<file path="src/rtl/axi_pending_limiter.sv">
module axi_pending_limiter #(
  parameter int LIM_W = 6,
  parameter int CNT_W = 8
) (
  input  logic             clk,
  input  logic             rst_n,
  input  logic [LIM_W-1:0] cfg_rd_max,
  input  logic [LIM_W-1:0] cfg_wr_max,
  input  logic [LIM_W-1:0] cfg_tot_max,
  input  logic             m_ar_valid,
  output logic             m_ar_ready,
  output logic             s_ar_valid,
  input  logic             s_ar_ready,
  input  logic             m_aw_valid,
  output logic             m_aw_ready,
  output logic             s_aw_valid,
  input  logic             s_aw_ready,
  input  logic             r_fire,
  input  logic             r_last,
  input  logic             b_fire,
  output logic [CNT_W-1:0] rd_pending,
  output logic [CNT_W-1:0] wr_pending,
  output logic             err_underflow
);
  localparam int SUM_W = CNT_W + 1;
  localparam logic [CNT_W-1:0] CNT_TOP = '1;

  logic [CNT_W-1:0] rd_q, wr_q;
  logic             err_q;
  logic [SUM_W-1:0] tot;
  logic             ar_open, aw_open, ar_hs, aw_hs;
  logic             rd_done, rd_under, wr_under;

  assign tot = SUM_W'(rd_q) + SUM_W'(wr_q);

  assign ar_open = (rd_q != CNT_TOP)
                && (cfg_rd_max == '0 || rd_q < CNT_W'(cfg_rd_max))
                && (cfg_tot_max == '0 || tot < SUM_W'(cfg_tot_max));
  assign ar_hs = m_ar_valid && s_ar_ready && ar_open;

  assign aw_open = (wr_q != CNT_TOP)
                && (cfg_wr_max == '0 || wr_q < CNT_W'(cfg_wr_max))
                && (cfg_tot_max == '0 || (tot + SUM_W'(ar_hs)) < SUM_W'(cfg_tot_max));
  assign aw_hs = m_aw_valid && s_aw_ready && aw_open;

  assign s_ar_valid = m_ar_valid && ar_open;
  assign m_ar_ready = s_ar_ready && ar_open;
  assign s_aw_valid = m_aw_valid && aw_open;
  assign m_aw_ready = s_aw_ready && aw_open;

  assign rd_done  = r_fire && r_last;
  assign rd_under = rd_done && rd_q == '0;
  assign wr_under = b_fire && wr_q == '0;

  always_ff @(posedge clk) begin
    if (!rst_n) begin
      rd_q  <= '0;
      wr_q  <= '0;
      err_q <= 1'b0;
    end else begin
      rd_q  <= rd_q + CNT_W'(ar_hs) - CNT_W'(rd_done && !rd_under);
      wr_q  <= wr_q + CNT_W'(aw_hs) - CNT_W'(b_fire && !wr_under);
      err_q <= err_q || rd_under || wr_under;
    end
  end

  assign rd_pending    = rd_q;
  assign wr_pending    = wr_q;
  assign err_underflow = err_q;
endmodule

</file>
<file path="config.mk">
export PLATFORM = sky130hd
export DESIGN_NAME = axi_pending_limiter
export DESIGN_NICKNAME = d
export VERILOG_FILES = /design/src/rtl/axi_pending_limiter.sv
export SDC_FILE = /design/constraint.sdc
export NUM_CORES = 1
export LEC_CHECK = 0
export BUFFER_PORTS_ARGS = -buffer_cell sky130_fd_sc_hd__buf_2
export CAP_MARGIN = 30
export CORE_MARGIN = 2
export CORE_UTILIZATION = 50
export DETAILED_ROUTE_END_ITERATION = 8
export PLACE_DENSITY = 0.74
export SLEW_MARGIN = 40
export SYNTH_ARGS = -nofsm -noshare
export SYNTH_HDL_FRONTEND = slang
export SYNTH_SLANG_ARGS = --single-unit
</file>
<file path="constraint.sdc">
create_clock -name clk -period 14.84 [get_ports clk]
set_clock_uncertainty 0.15 [all_clocks]
set_input_delay 4.452 -clock clk [delete_from_list [all_inputs] [get_ports clk]]
set_output_delay 4.452 -clock clk [all_outputs]
set_load 0.01 [all_outputs]
</file>
==> results.toml <==
[power]
p_int_w = 0.000312
p_clk_share_pct = 5.8
ir_drop_v = 0.000134
power.density_mw_per_mm2 = 224
p_sw_share_pct = 49.6
combPwrFrac_pct = 77.6
leakage_nw = 1.48
seq_power_share_pct = 16.6
net-switching-power_w = 0.000306

[layout]
post-route-cell-area_mm2 = 0.00276
multi_input_area_mm2 = 0.00189
fill_cells = 428
antenna_cells = 0
seq_area_um2 = 340
areaGrowthSynthToFinish_pct = 14.3
fin_nets = 434
layout-drive-gt1-share_pct = 16.8
post-route-util_pct = 58.7

[timing]
maxSlewViolCount = 0
hold_violations = 0
layout_setup_ws_ns = 1.68
finalSetupTns_ns = 0
grt_setup_unrepaired = "no"
worst_slew_pin_slew_ns = 0.410
max_freq_ghz = 0.0760
min_period_ns = 13.16
finalSetupViolations = 0
period_share_pct = 88.7
maxSlewHeadroom_pct = 72.4

[yosys]
synth_warnings = 0
netlist-cell-type-count = 48
postSynth.asyncResetShare_pct = 0
ys_seq_elements = 17
syn_avg_cell_area_um2 = 8.18
ys_seq_area_share_pct = 14.1
synthFlopType = "dfxtp_1"
synth_edf_count = 0
synth.cell_area_mm2 = 0.00241
synth_cells = 295
syn_nets = 383

[clocking]
cts_root_buf = "clkbuf_8"
path_clk_slew_ns = 0.07
cts_sinks = 17
cts_resized = 0
cts_setup_buffers = 0
cts-buffers-inserted = 3
htreeDepth = 1
insertion_delay_ns = 0.26
cts_tree = "yes"
cts.path.max_buffers = 2
cts_hold_buf = 0

[route]
drtAntennaViolNets = 0
wl_mm = 5.27
vias = 2172
avgViaCountPerCell = 5.44
drt-pass1-iter-count = 4
drt_iter0_markers = 70
drc_errors = 0
wl_per_cell_um = 13.2

[floorplan]
floorplan.die_area_mm2 = 0.00540
die_width_um = 73.5
ios = 48
start_util_pct = 51.4
dieHeight_um = 73.5
core-area_mm2 = 0.00469
placementRows = 25

[critical_path]
crit_path_end_kind = "output port"
crit-reg2reg-launch = "wr_pending[1]"
arrival_ns = 8.56
worstSetupStartpoint = "cfg_tot_max[1]"
cp_max_fo = 4
start_kind = "input port"
crit_type = "in2out"
worstPathRequired_ns = 10.24

[job]
cap_violations = 0

[grt]
grt_pass1_vias = 2102
antenna_found_initial = 0
grt_pass1_wl_mm = 8.79
grt_usage_pct = 20.4
gr-total-overflow = 0
grt_max_degree = 18

[worst_hold_path]
hold_start = "err_underflow"
hold_class = "reg2reg"

[placed_design]
hpwl_mm = 4.40
port_buffers = 47
placed_cell_area_mm2 = 0.00271
place_congestion = 0.852
dpl_worst_slack_ns = 1.68

[outcome]
status = "completed"
per-layer routing:
metal	up-vias	global-route usage (%)	wire length (um)
met1	1006	24.5	2380
met2	30	37.7	2700
li1	1132	-	-
met5	-	0	0
met4	0	6.87	45
met3	4	1.78	136
synth_stat cells, drive strengths merged (5+ instances only):
| master | number | area (um^2) |
|---|---|---|
| ha | 58 | 726 |
| inv | 47 | 176 |
| a21oi | 17 | 85.1 |
| dfxtp | 17 | 340 |
| and2 | 14 | 87.6 |
| nor2 | 14 | 52.6 |
| o21ai | 13 | 65.1 |
| a21o | 9 | 68.8 |
| nand2b | 9 | 56.3 |
| and3 | 8 | 50.1 |
| nand2 | 8 | 30.0 |
| nand3 | 8 | 40.0 |
| a211oi | 7 | 62.6 |
| xor2 | 7 | 68.8 |
| nor2b | 6 | 37.5 |
| xnor2 | 6 | 52.6 |
| nand4 | 5 | 31.3 |
| or3 | 5 | 31.3 |
cell usage in the layout, fill, tap and decap left out, types with 2 or more instances in the layout:
cell	Yosys	final
o21ai_0	11	11
o211a_1	2	2
and3_1	8	8
o211ai_1	3	3
dfxtp_1	17	17
nor2_1	14	14
ha_1	58	58
a211oi_1	5	5
nor4_1	3	3
a21oi_1	17	17
nand3_1	8	8
xnor2_1	6	6
a211oi_2	2	2
a21o_1	8	8
xor2_1	6	6
nor2b_1	6	6
a221oi_1	2	2
nand2_1	8	8
clkbuf_8	0	3
buf_2	0	47
o21ai_1	2	2
or3_1	5	5
fa_1	3	3
o2111ai_1	2	2
and2_1	14	14
nand2b_1	9	9
nand4_1	5	5
nor3_1	3	3
inv_1	47	47
sequential cells by signal (all words and copies together), names as in the netlist:
name,count
rd_pending,8
err_underflow,1
wr_pending,8
worst paths after layout:
path / to / slack [ns] / depth (start not counted)
max: m_aw_ready / 1.68 / 20
min reg2reg: err_underflow / 0.33 / 1
min: err_underflow / 0.33 / 1
max reg2reg: wr_pending[6] / 7.37 / 32
cell type report:
class	instances	area share (%)
repair buffers	47	8.53
flip-flops and latches	17	12.3
clock buffers	4	1.63
multi-input cells	230	68.6
inverters	47	6.40
well taps	54	2.45
metrics by stage:
step                      hold WS, ns  power [W]  cells
after floorplan                 0.359   0.000466    295
after global placement          0.300   0.000569    395
after detailed placement        0.320   0.000581    395
after CTS                       0.338   0.000622    399
after global routing            0.349   0.000695    399
final                           0.333   0.000618    399
worst max-delay path: stages:
cell and delay, ns:
buf_2 0.09, inv_1 0.05, ha_1 0.29, a21o_1 0.15, a21o_1 0.17, a211oi_1 0.23, o211ai_1 0.13, a211oi_1 0.39
and3_1 0.21, ha_1 0.20, or3b_1 0.35, a2111o_1 0.30, a211oi_2 0.30, xor2_1 0.19, ha_1 0.25, a21oi_1 0.14
nand3_1 0.09, o32a_1 0.36, nor2b_1 0.11, buf_2 0.13
power groups by stage:
stage	clock, W	sequential [W]	combinational, W
final	0.0000361	0.000103	0.000479
after global routing	0.0000381	0.000107	0.000550
after CTS	0.0000368	0.000103	0.000482
after detailed placement	0	0.000104	0.000477
after global placement	0	0.000105	0.000464
after floorplan	0	0.000101	0.000365
cell families (layout without fill, tap and decap cells):
logic type	Yosys count	count (layout)	share of synthesized area, %
flip-flops	17	17	14.1
AO/OA/AOI/OAI	65	65	19.1
AND/OR/NAND/NOR	90	90	21.2
XOR/XNOR	13	13	5.03
buffers and inverters	48	98	7.47
adder cells (fa/ha/maj)	61	61	32.6
multiplexers	1	1	0.570
(Power assumes the default switching activity.)
